==> config.mk <==
export PLATFORM = sky130hd
export DESIGN_NAME = vliw_flow_stage
export DESIGN_NICKNAME = d
export VERILOG_FILES = /design/src/rtl/vliw_stage_pkg.sv /design/src/rtl/stage_ctrl.sv /design/src/rtl/stage_dp.sv /design/src/rtl/vliw_flow_stage.sv
export SDC_FILE = /design/constraint.sdc
export NUM_CORES = 2
export LEC_CHECK = 0
export BUFFER_PORTS_ARGS = -buffer_cell sky130_fd_sc_hd__buf_2
export CAP_MARGIN = 20
export CORE_MARGIN = 3
export CORE_UTILIZATION = 29
export CTS_CLUSTER_DIAMETER = 50
export CTS_CLUSTER_SIZE = 20
export DETAILED_ROUTE_END_ITERATION = 10
export PLACE_DENSITY = 0.47
export SYNTH_ARGS = -nofsm -noshare
export SYNTH_HDL_FRONTEND = slang
export SYNTH_SLANG_ARGS = --single-unit
==> constraint.sdc <==
create_clock -name clk -period 10.6 [get_ports clk]
set_input_delay 1.06 -clock clk [delete_from_list [all_inputs] [get_ports clk]]
set_output_delay 1.06 -clock clk [all_outputs]
set_load 0.05 [all_outputs]
==> src/rtl/vliw_stage_pkg.sv <==
package vliw_stage_pkg;
  localparam int NUM_REGS   = 8;
  localparam int REG_W      = 32;
  localparam int REG_IDX_W  = $clog2(NUM_REGS);
  localparam int WIN_BYTES  = 16;
  localparam int WIN_IDX_W  = $clog2(WIN_BYTES);
  localparam int IP_W       = 8;
  localparam int FRAG_W     = 8;
  localparam int NUM_SLOTS  = 4;
  localparam int SLOT_W     = 16;
  localparam int INSTR_W    = NUM_SLOTS * SLOT_W;
  localparam int REGS_W     = NUM_REGS * REG_W;
  localparam int WIN_W      = WIN_BYTES * 8;

  typedef enum logic [2:0] {
    ALU_NOP, ALU_ADD, ALU_SUB, ALU_AND, ALU_OR, ALU_XOR
  } aluOp_e;

  typedef enum logic [1:0] {
    BR_NONE, BR_ALWAYS, BR_IF_SET, BR_IF_CLR
  } brCond_e;

  typedef enum logic [2:0] {
    MOV_NOP, MOV_LDB, MOV_LDW, MOV_SETFRAG, MOV_ADVANCE
  } movOp_e;

  typedef struct packed {
    aluOp_e                aluOp;
    logic [REG_IDX_W-1:0]  aluRd;
    logic [REG_IDX_W-1:0]  aluRa;
    logic [REG_IDX_W-1:0]  aluRb;
    logic                  cmpEn;
    logic                  cmpLt;
    logic [REG_IDX_W-1:0]  cmpRa;
    logic [REG_IDX_W-1:0]  cmpRb;
    brCond_e               brCond;
    logic [IP_W-1:0]       brTarget;
    movOp_e                movOp;
    logic [REG_IDX_W-1:0]  movRd;
    logic [7:0]            movImm;
  } stageStrobes_t;
endpackage

==> src/rtl/stage_ctrl.sv <==
module stage_ctrl
  import vliw_stage_pkg::*;
#(
  parameter int PROG_DEPTH = 16,
  parameter int ADDR_W     = $clog2(PROG_DEPTH)
) (
  input  logic                clk,
  input  logic                rstN,
  input  logic                progWe,
  input  logic [ADDR_W-1:0]   progAddr,
  input  logic [INSTR_W-1:0]  progWord,
  input  logic [IP_W-1:0]     inIp,
  output stageStrobes_t       strb
);
  logic [INSTR_W-1:0] progMem [PROG_DEPTH];
  logic [ADDR_W-1:0]  fetchIdx;
  logic [INSTR_W-1:0] fetchWord;
  logic [SLOT_W-1:0]  slotWord [NUM_SLOTS];

  always_ff @(posedge clk) begin
    if (progWe) progMem[progAddr] <= progWord;
  end

  assign fetchIdx  = inIp[ADDR_W-1:0];
  assign fetchWord = progMem[fetchIdx];

  for (genvar g = 0; g < NUM_SLOTS; g++) begin : gSlot
    assign slotWord[g] = fetchWord[g*SLOT_W +: SLOT_W];
  end

  always_comb begin
    strb = '0;
    // slot 0: ALU
    unique case (slotWord[0][15:13])
      3'd1:    strb.aluOp = ALU_ADD;
      3'd2:    strb.aluOp = ALU_SUB;
      3'd3:    strb.aluOp = ALU_AND;
      3'd4:    strb.aluOp = ALU_OR;
      3'd5:    strb.aluOp = ALU_XOR;
      default: strb.aluOp = ALU_NOP;
    endcase
    strb.aluRd = slotWord[0][12:10];
    strb.aluRa = slotWord[0][9:7];
    strb.aluRb = slotWord[0][6:4];
    // slot 1: compare
    strb.cmpEn = (slotWord[1][15:13] == 3'd1) || (slotWord[1][15:13] == 3'd2);
    strb.cmpLt = (slotWord[1][15:13] == 3'd2);
    strb.cmpRa = slotWord[1][12:10];
    strb.cmpRb = slotWord[1][9:7];
    // slot 2: branch
    strb.brCond   = brCond_e'(slotWord[2][15:14]);
    strb.brTarget = slotWord[2][7:0];
    // slot 3: move
    unique case (slotWord[3][15:13])
      3'd1:    strb.movOp = MOV_LDB;
      3'd2:    strb.movOp = MOV_LDW;
      3'd3:    strb.movOp = MOV_SETFRAG;
      3'd4:    strb.movOp = MOV_ADVANCE;
      default: strb.movOp = MOV_NOP;
    endcase
    strb.movRd  = slotWord[3][12:10];
    strb.movImm = slotWord[3][7:0];
  end

  // a freshly written entry is what the fetch path returns next cycle
  assert_prog_write_R12: assert property (@(posedge clk) disable iff (!rstN)
    progWe |=> (fetchIdx != $past(progAddr)) || (fetchWord == $past(progWord)));
endmodule

==> src/rtl/stage_dp.sv <==
module stage_dp
  import vliw_stage_pkg::*;
(
  input  logic               clk,
  input  logic               rstN,
  input  stageStrobes_t      strb,
  input  logic               inValid,
  input  logic [REGS_W-1:0]  inRegs,
  input  logic [WIN_W-1:0]   inWindow,
  input  logic [FRAG_W-1:0]  inFrag,
  input  logic [IP_W-1:0]    inIp,
  input  logic               inFlag,
  output logic               outValid,
  output logic [REGS_W-1:0]  outRegs,
  output logic [WIN_W-1:0]   outWindow,
  output logic [FRAG_W-1:0]  outFrag,
  output logic [IP_W-1:0]    outIp,
  output logic               outFlag
);
  logic [REG_W-1:0]     rIn [NUM_REGS];
  logic [7:0]           winIn [WIN_BYTES];
  logic [REGS_W-1:0]    nextRegs;
  logic [WIN_W-1:0]     nextWin;
  logic [FRAG_W-1:0]    nextFrag;
  logic [IP_W-1:0]      nextIp;
  logic                 nextFlag;
  logic [REG_W-1:0]     aluA, aluB, aluRes;
  logic [REG_W-1:0]     cmpA, cmpB;
  logic [REG_W-1:0]     movVal;
  logic                 movWritesReg;
  logic [WIN_IDX_W-1:0] movOff;
  logic [WIN_IDX_W-1:0] shiftN;
  logic                 brTaken;

  for (genvar g = 0; g < NUM_REGS; g++) begin : gUnpackRegs
    assign rIn[g] = inRegs[g*REG_W +: REG_W];
  end
  for (genvar g = 0; g < WIN_BYTES; g++) begin : gUnpackWin
    assign winIn[g] = inWindow[g*8 +: 8];
  end

  // ALU unit
  assign aluA = rIn[strb.aluRa];
  assign aluB = rIn[strb.aluRb];
  always_comb begin
    unique case (strb.aluOp)
      ALU_ADD: aluRes = aluA + aluB;
      ALU_SUB: aluRes = aluA - aluB;
      ALU_AND: aluRes = aluA & aluB;
      ALU_OR:  aluRes = aluA | aluB;
      ALU_XOR: aluRes = aluA ^ aluB;
      default: aluRes = '0;
    endcase
  end

  // compare unit
  assign cmpA     = rIn[strb.cmpRa];
  assign cmpB     = rIn[strb.cmpRb];
  assign nextFlag = !strb.cmpEn ? inFlag : (strb.cmpLt ? (cmpA < cmpB) : (cmpA == cmpB));

  // branch unit, tests the incoming flag
  always_comb begin
    unique case (strb.brCond)
      BR_ALWAYS: brTaken = 1'b1;
      BR_IF_SET: brTaken = inFlag;
      BR_IF_CLR: brTaken = !inFlag;
      default:   brTaken = 1'b0;
    endcase
  end
  assign nextIp = brTaken ? strb.brTarget : IP_W'(inIp + 1'b1);

  // move unit
  assign movOff       = strb.movImm[WIN_IDX_W-1:0];
  assign shiftN       = strb.movImm[WIN_IDX_W-1:0];
  assign movWritesReg = (strb.movOp == MOV_LDB) || (strb.movOp == MOV_LDW);
  always_comb begin
    if (strb.movOp == MOV_LDW)
      movVal = {winIn[WIN_IDX_W'(movOff + 3)], winIn[WIN_IDX_W'(movOff + 2)],
                winIn[WIN_IDX_W'(movOff + 1)], winIn[movOff]};
    else
      movVal = {{(REG_W-8){1'b0}}, winIn[movOff]};
  end

  always_comb begin
    unique case (strb.movOp)
      MOV_SETFRAG: nextFrag = strb.movImm;
      MOV_ADVANCE: nextFrag = FRAG_W'(inFrag + {{(FRAG_W-WIN_IDX_W){1'b0}}, shiftN});
      default:     nextFrag = inFrag;
    endcase
  end

  // register write merge: later slot overrides earlier one
  for (genvar g = 0; g < NUM_REGS; g++) begin : gMerge
    logic [REG_W-1:0] nxt;
    always_comb begin
      nxt = rIn[g];
      if (strb.aluOp != ALU_NOP && strb.aluRd == REG_IDX_W'(g)) nxt = aluRes;
      if (movWritesReg && strb.movRd == REG_IDX_W'(g))          nxt = movVal;
    end
    assign nextRegs[g*REG_W +: REG_W] = nxt;
  end

  // window shift
  for (genvar g = 0; g < WIN_BYTES; g++) begin : gShift
    logic [WIN_IDX_W:0] src;
    assign src = (WIN_IDX_W+1)'(g) + {1'b0, shiftN};
    assign nextWin[g*8 +: 8] = (strb.movOp != MOV_ADVANCE) ? winIn[g] :
                               (src[WIN_IDX_W] ? 8'h00 : winIn[src[WIN_IDX_W-1:0]]);
  end

  // bundle registers handed to the next stage
  always_ff @(posedge clk or negedge rstN) begin
    if (!rstN) begin
      outValid  <= 1'b0;
      outRegs   <= '0;
      outWindow <= '0;
      outFrag   <= '0;
      outIp     <= '0;
      outFlag   <= 1'b0;
    end else begin
      outValid <= inValid;
      if (inValid) begin
        outRegs   <= nextRegs;
        outWindow <= nextWin;
        outFrag   <= nextFrag;
        outIp     <= nextIp;
        outFlag   <= nextFlag;
      end
    end
  end

  assert_latency_R2: assert property (@(posedge clk) disable iff (!rstN)
    inValid |=> outValid);
  assert_idle_R2: assert property (@(posedge clk) disable iff (!rstN)
    !inValid |=> !outValid);
  assert_hold_R3: assert property (@(posedge clk) disable iff (!rstN)
    !inValid |=> $stable(outRegs) && $stable(outWindow) && $stable(outFrag)
                 && $stable(outIp) && $stable(outFlag));
  assert_flag_pass_R6: assert property (@(posedge clk) disable iff (!rstN)
    (inValid && !strb.cmpEn) |=> outFlag == $past(inFlag));
  assert_ip_step_R7: assert property (@(posedge clk) disable iff (!rstN)
    (inValid && strb.brCond == BR_NONE) |=> outIp == IP_W'($past(inIp) + 1'b1));
  assert_frag_set_R9: assert property (@(posedge clk) disable iff (!rstN)
    (inValid && strb.movOp == MOV_SETFRAG) |=> outFrag == $past(strb.movImm));
endmodule

==> src/rtl/vliw_flow_stage.sv <==
module vliw_flow_stage
  import vliw_stage_pkg::*;
#(
  parameter int PROG_DEPTH = 16,
  parameter int ADDR_W     = $clog2(PROG_DEPTH)
) (
  input  logic                clk,
  input  logic                rstN,
  input  logic                progWe,
  input  logic [ADDR_W-1:0]   progAddr,
  input  logic [INSTR_W-1:0]  progWord,
  input  logic                inValid,
  input  logic [REGS_W-1:0]   inRegs,
  input  logic [WIN_W-1:0]    inWindow,
  input  logic [FRAG_W-1:0]   inFrag,
  input  logic [IP_W-1:0]     inIp,
  input  logic                inFlag,
  output logic                outValid,
  output logic [REGS_W-1:0]   outRegs,
  output logic [WIN_W-1:0]    outWindow,
  output logic [FRAG_W-1:0]   outFrag,
  output logic [IP_W-1:0]     outIp,
  output logic                outFlag
);
  stageStrobes_t strb;

  stage_ctrl #(.PROG_DEPTH(PROG_DEPTH), .ADDR_W(ADDR_W)) uCtrl (
    .clk(clk), .rstN(rstN), .progWe(progWe), .progAddr(progAddr),
    .progWord(progWord), .inIp(inIp), .strb(strb)
  );

  stage_dp uDp (
    .clk(clk), .rstN(rstN), .strb(strb), .inValid(inValid),
    .inRegs(inRegs), .inWindow(inWindow), .inFrag(inFrag), .inIp(inIp),
    .inFlag(inFlag), .outValid(outValid), .outRegs(outRegs),
    .outWindow(outWindow), .outFrag(outFrag), .outIp(outIp), .outFlag(outFlag)
  );
endmodule

Word level (Yosys, flattened, before mapping)
Memories as Yosys holds them, arrays and structs flattened.
Index checks and enable logic that the tools add are counted.

operators by class
  $add $sub $neg = 22
  magnitude comparators = 24
  eq/ne operators = 39
  mux-type cells = 127
  bitwise logic cells = 26
  reductions and logical operators = 22

operators by type and width
  operator                                                  number
  2-to-1 mux 32 bit                                         25
  binary-select mux 8 bit (select 4 bit)                    19
  2-to-1 mux 8 bit                                          70
  binary-select mux 32 bit (select 3 bit)                   4
  case mux 32 bit (5 select lines)                          1
  greater-or-equal comparator 5 bit, second input constant  19
  inverter 4 -> 5 bit                                       19
  == test 3 bit, second input constant                      14
  adder 4 x 4 -> 5 bit, first input constant                8
  == test 3 x 2 -> 1 bit, second input constant             13
  adder 32 bit                                              1
  AND 32 bit                                                1
  == test 32 bit                                            1
  less-than comparator 32 bit                               1
  bitwise OR 32 bit                                         1
  subtractor 32 bit                                         1
  bitwise XOR 32 bit                                        1
  == test 3 x 1 -> 1 bit, second input constant             7
  adder 3 x 4 -> 5 bit, first input constant                4
  greater-or-equal comparator 4 bit, second input constant  4
  logical AND 1 bit                                         16
  inverter 3 -> 4 bit                                       4
  case mux 8 bit (2 select lines)                           1
  case mux 3 bit (5 select lines)                           1
  other kinds (16)                                          24

word-level totals
  bits in registers = 402
  RAM bits = 1024
  output and inout port bits = 402
  memories kept = 1

memory list
  memory         words  bits a word  read ports  clocked after Yosys merged registers in  wr ports  line              source
  uCtrl.progMem  16     64           1           0                                        1         stage_ctrl.sv:15  logic [INSTR_W-1:0] progMem [PROG_DEPTH];

Logic depth before layout (Yosys ltp)
An unclocked memory read counts as a cell.

  depth in word-level cells = 9
  mapped depth = 33
  mapped depth without buffers = 28

Cells and area by module
Synthesis repeated with hierarchy kept, for this count alone.

second synthesis, totals
  cell total of the unflattened synthesis = 5348
  area, all modules = 66572.6 sq um

by module, submodules not included
  module      times used  cells each  area an instance (sq um)
  stage_dp    1           4293        39337.7
  stage_ctrl  1           1055        27234.9

Least setup slack after synthesis
Ideal clock, no wire load.

  kind = input port to flip-flop
  start point = input inIp[0]
  end point = register uDp.outRegs[90]
  setup time = 0.121 ns
  arrival time = 6.959 ns
  required time = 10.479 ns
  path slack = 3.519 ns
  stages on the path = 25
  path buffers = 5
  cells stage by stage = buf_6 > buf_6 > buf_6 > mux4_2 > mux4_2 > buf_2 > buf_1 > mux4_2 > mux2_2 > inv_1 > ha_1 > fa_1 > nand3b_1 > a21oi_1 > o211a_1 > o211ai_1 > a31oi_1 > o211ai_1 > a31o_2 > o311ai_0 > a31oi_1 > xnor2_1 > a21oi_1 > a21oi_1 > o22a_1

between the ends
  word-level cells in the longest chain between the ends = 9

ends and longest elaborated chain
  element                                                            line                            source
  from (decl)                                                        vliw_flow_stage.sv:16           input logic [IP_W-1:0] inIp,
  memory read (16 x 64 bit) (*)                                      n/a
  inverter 3 -> 4 bit, on equally long branches                      stage_dp.sv:43, stage_dp.sv:44
  binary-select mux 32 bit (select 3 bit), on equally long branches  stage_dp.sv:43, stage_dp.sv:44
  2-to-1 mux 32 bit, on equally long branches (2 in series)          stage_dp.sv:43, stage_dp.sv:44
  subtractor 32 bit (tied with other cells)                          stage_dp.sv:48                  ALU_SUB: aluRes = aluA - aluB;
  case mux 32 bit (5 select lines)                                   stage_dp.sv:46                  unique case (strb.aluOp)
  2-to-1 mux 32 bit                                                  stage_dp.sv:97                  if (strb.aluOp != ALU_NOP && strb.aluRd == REG_IDX_W'(g)) nxt = aluRes;
  2-to-1 mux 32 bit (*)                                              stage_dp.sv:98                  if (movWritesReg && strb.movRd == REG_IDX_W'(g)) nxt = movVal;
  to (signal assigned)                                               stage_dp.sv:123                 outRegs <= nextRegs;
  to (decl)                                                          stage_dp.sv:14                  output logic [REGS_W-1:0] outRegs,

Every way passes the cells marked *; elsewhere a longest branch is shown, timed or not. The select of a mux whose other input is x is not followed.
A chain may end at the register's enable or synchronous reset.

Worst setup path after layout
  start point = input inIp[0]
  end point = register uDp.outRegs[63]

The elaborated chain is that of the path after synthesis.

==> summary.md <==
| Metric | Value |
|---|---|
| Outcome | complete, no violations |
| Worst VDD drop | 0.136 mV |
| Placement Cell Area | 74300 um^2 |
| Comb power frac | 34.4% |
| Slew @ Worst Pin | 1.29 ns |
| Post-CTS Resized | 0 |
| Synth Instances | 5564 |
| Antenna-violating nets left | 0 |
| Fill cell count | 22729 |
| Starting Density | 29.2% |
| Reg clk slew, reported paths | 0.06 ns |
| Post-synth EDFFs | 720 |
| Mapped Avg Cell Area | 12.0 um^2 |
| Clk pwr share | 34.5% |
| Yosys warns | 0 |
| Syn nets | 6193 |
| Relative slew slack | 13.1% |
| RSZ-0062 raised after global routing | no |
| Netlist Area Pre-Place | 66500 um^2 |
| Post-CTS Hold Buffers | 0 |
| Hold Slack | 0.220 ns |
| Cell family with most CP delay | simple AND/OR/NAND/NOR gates |
| WP data required | 11.32 ns |
| Grt total ovfl | 0 |
| Pwr dens | 205 nW/um^2 |
| CTS tree | done |
| WL per Instance | 36.1 um |
| Count of final setup violators | 0 |
| Setup ws final | 2.22 ns |
| IO Count | 875 |
| Pint | 9.94 mW |
| CTS Sinks | 1122 |
| Distinct cell type count after synthesis | 86 |
| Post-Route Setup TNS | 0 ns |
| DP Wirelength | 257000 um |
| Routed WL | 345000 um |
| Final nets | 6960 |
| Placer Congestion | 1.03 |
| Final instance area | 80300 um^2 |
| Worst-Skew Late Latency | 0.82 ns |
| Final count of pins violating max slew | 0 |
| H-tree Lvls | 4 |
| Buffer count from post-CTS setup fixing | 0 |
| CTS Buf Count | 158 |
| CP max stage delay | 0.70 ns |
| Sw Share | 39.5% |
| CP Capture Type | flip-flop |
| Layout cells sized above 1 | 30.1% |
| Flop pwr share | 31.1% |
| Most frequent cells in the layout | buf_2 (850), edfxtp_1 (720), a21oi_1 (649), nor2_1 (649), mux2i_1 (641) |
| Vias in the first global route | 51627 |
| Initial antenna violation count | 146 |
| Area grow syn2layout | 20.7% |
| Clock root cell | clkbuf_16 |
| Initial DRC Count | 5537 |
| Final Hold Vio Count | 0 |
| Clock Path Buffers | 3 |
| Drt drc | 0 |
| CP max stage cell | nor4_2 |
| Critical path class | primary input to flip-flop |
| Crit path DAT | 9.11 ns |
| Core area | 228000 um^2 |
| Crit path max fanout | 57 |
| Main synth FF type | edfxtp_1 |
| Seq/Total Area, Yosys | 47.6% |
| Worst Setup Start Kind | primary input |
| Hold Crit Class | primary input to async pin |
| Drt pass-1 iters | 8 |
| Routed vias/inst | 5.68 |
| Max frequency | 119 MHz |
| LEAKAGE | 31.2 nW |
| Sw Pwr | 6.50 mW |
| Die H | 485 um |
| CP bufs+invs | 2 |
| Largest net degree at the start of global routing | 220 |
| Ys async rst share | 35.8% |
| Global-route wire length before repair | 461000 um |
| Via count | 54235 |
| Period minus WS final | 8.38 ns |
| Chip Width | 485 um |
| Max cap viols | 0 |
| Layout Skew | 0.0798 ns |
| Setup Slack @ Placement | 1.50 ns |
| Final core occ | 35.3% |
| Crit share post-route | 79.1% |
| IO Port Bufs | 855 |
| Std-Cell Rows | 175 |
| Overall Global Routing Usage | 28.4% |
| Yosys reg bits | 1122 |
| Commonest non-fill, non-tap cell in the layout | buf_2 |
| Die area | 235000 um^2 |
==> final cells by class <==
type,count,area [um^2],share of cell area [%]
Antenna cell,70,175,0.218
Clock buffer,173,4110,5.12
Clock inverter,121,1670,2.08
Inverter,99,373,0.464
Multi-Input combinational cell,3919,32800,40.9
Sequential cell,1122,31700,39.4
Tap cell,3009,3760,4.69
Timing Repair Buffer,1031,5700,7.10
==> sequential cells by signal, summed over array words and instances, names as in the netlist <==
signal,flops
uDp.outValid,1
uDp.outIp,8
uDp.outFlag,1
uCtrl.progMem,720
uDp.outWindow,128
uDp.outFrag,8
uDp.outRegs,256
==> kinds of logic after synthesis <==
| group | Yosys count | synth area share, % |
|---|---|---|
| compound gates | 1276 | 11.5 |
| simple gates | 1229 | 7.73 |
| mux | 1178 | 25.5 |
| flops | 1122 | 47.6 |
| buf+inv | 523 | 3.60 |
| fa+ha+maj | 156 | 2.96 |
| xor+xnor | 80 | 1.09 |
==> path summary, 6_finish.rpt <==
kind / startpoint / end / slack [ns] / depth (start not counted)
worst max register to register: uCtrl.progMem[2][5]$_DFFE_PP_ / uDp.outRegs[63]$_DFFE_PN0P_ / 2.83 / 26
worst min-delay path: rstN / uDp.outWindow[38]$_DFFE_PN0P_ / 0.22 / 1
max in group asynchronous: rstN / uDp.outRegs[142]$_DFFE_PN0P_ / 8.00 / 3
worst min register to register: uDp.outRegs[21]$_DFFE_PN0P_ / uDp.outRegs[21]$_DFFE_PN0P_ / 0.48 / 1
worst max-delay path: inIp[0] / uDp.outRegs[63]$_DFFE_PN0P_ / 2.22 / 27
min in group clk: uDp.outRegs[21]$_DFFE_PN0P_ / uDp.outRegs[21]$_DFFE_PN0P_ / 0.48 / 1
==> power by group through the flow <==
stage          sequential (mW)  clock [mW]  combinational (mW)
6_report                  5.11        5.67                5.66
5_1_grt                   5.14        5.97                5.91
4_1_cts                   5.11        5.79                5.60
3_5_place_dp              5.20           0                5.58
3_3_place_gp              5.19           0                5.56
2_1_floorplan             5.95           0                2.64
==> metal layers <==
metal / track usage, % / share of wire (%)
met1: 34.4 / 38
met2: 44.8 / 46
met3: 7.09 / 7.9
met4: 18.9 / 7.9
met5: 0 / 0.15
==> cells in the mapped netlist, types with 26 or more instances <==
cell	n	area (um^2)
mux2i_1	647	6480
a21oi_1	651	3260
a31oi_1	37	231
nor3_1	33	165
nand3_1	38	190
edfxtp_1	720	21600
inv_1	87	327
mux2_2	116	1310
a211oi_1	26	195
ha_1	154	1930
o21a_1	26	195
a22oi_1	100	751
buf_1	32	120
mux4_2	401	9030
nand2_1	357	1340
clkbuf_1	232	871
nor2b_1	26	163
nor2_1	663	2490
dfrtp_1	402	10100
a32oi_1	48	420
xnor2_1	64	561
o221ai_1	29	254
o21ai_0	185	926
o22ai_1	42	263
buf_2	103	515
buf_4	35	263
==> metrics by stage <==
| stage | cells | power [mW] |
|---|---|---|
| 6_report | 9544 | 16.4 |
| 5_1_grt | 9501 | 17.0 |
| 4_1_cts | 9472 | 16.5 |
| 3_5_place_dp | 9178 | 10.8 |
| 3_3_place_gp | 9176 | 10.8 |
| 2_1_floorplan | 5564 | 8.59 |
Power figures use the tool's default switching activity.
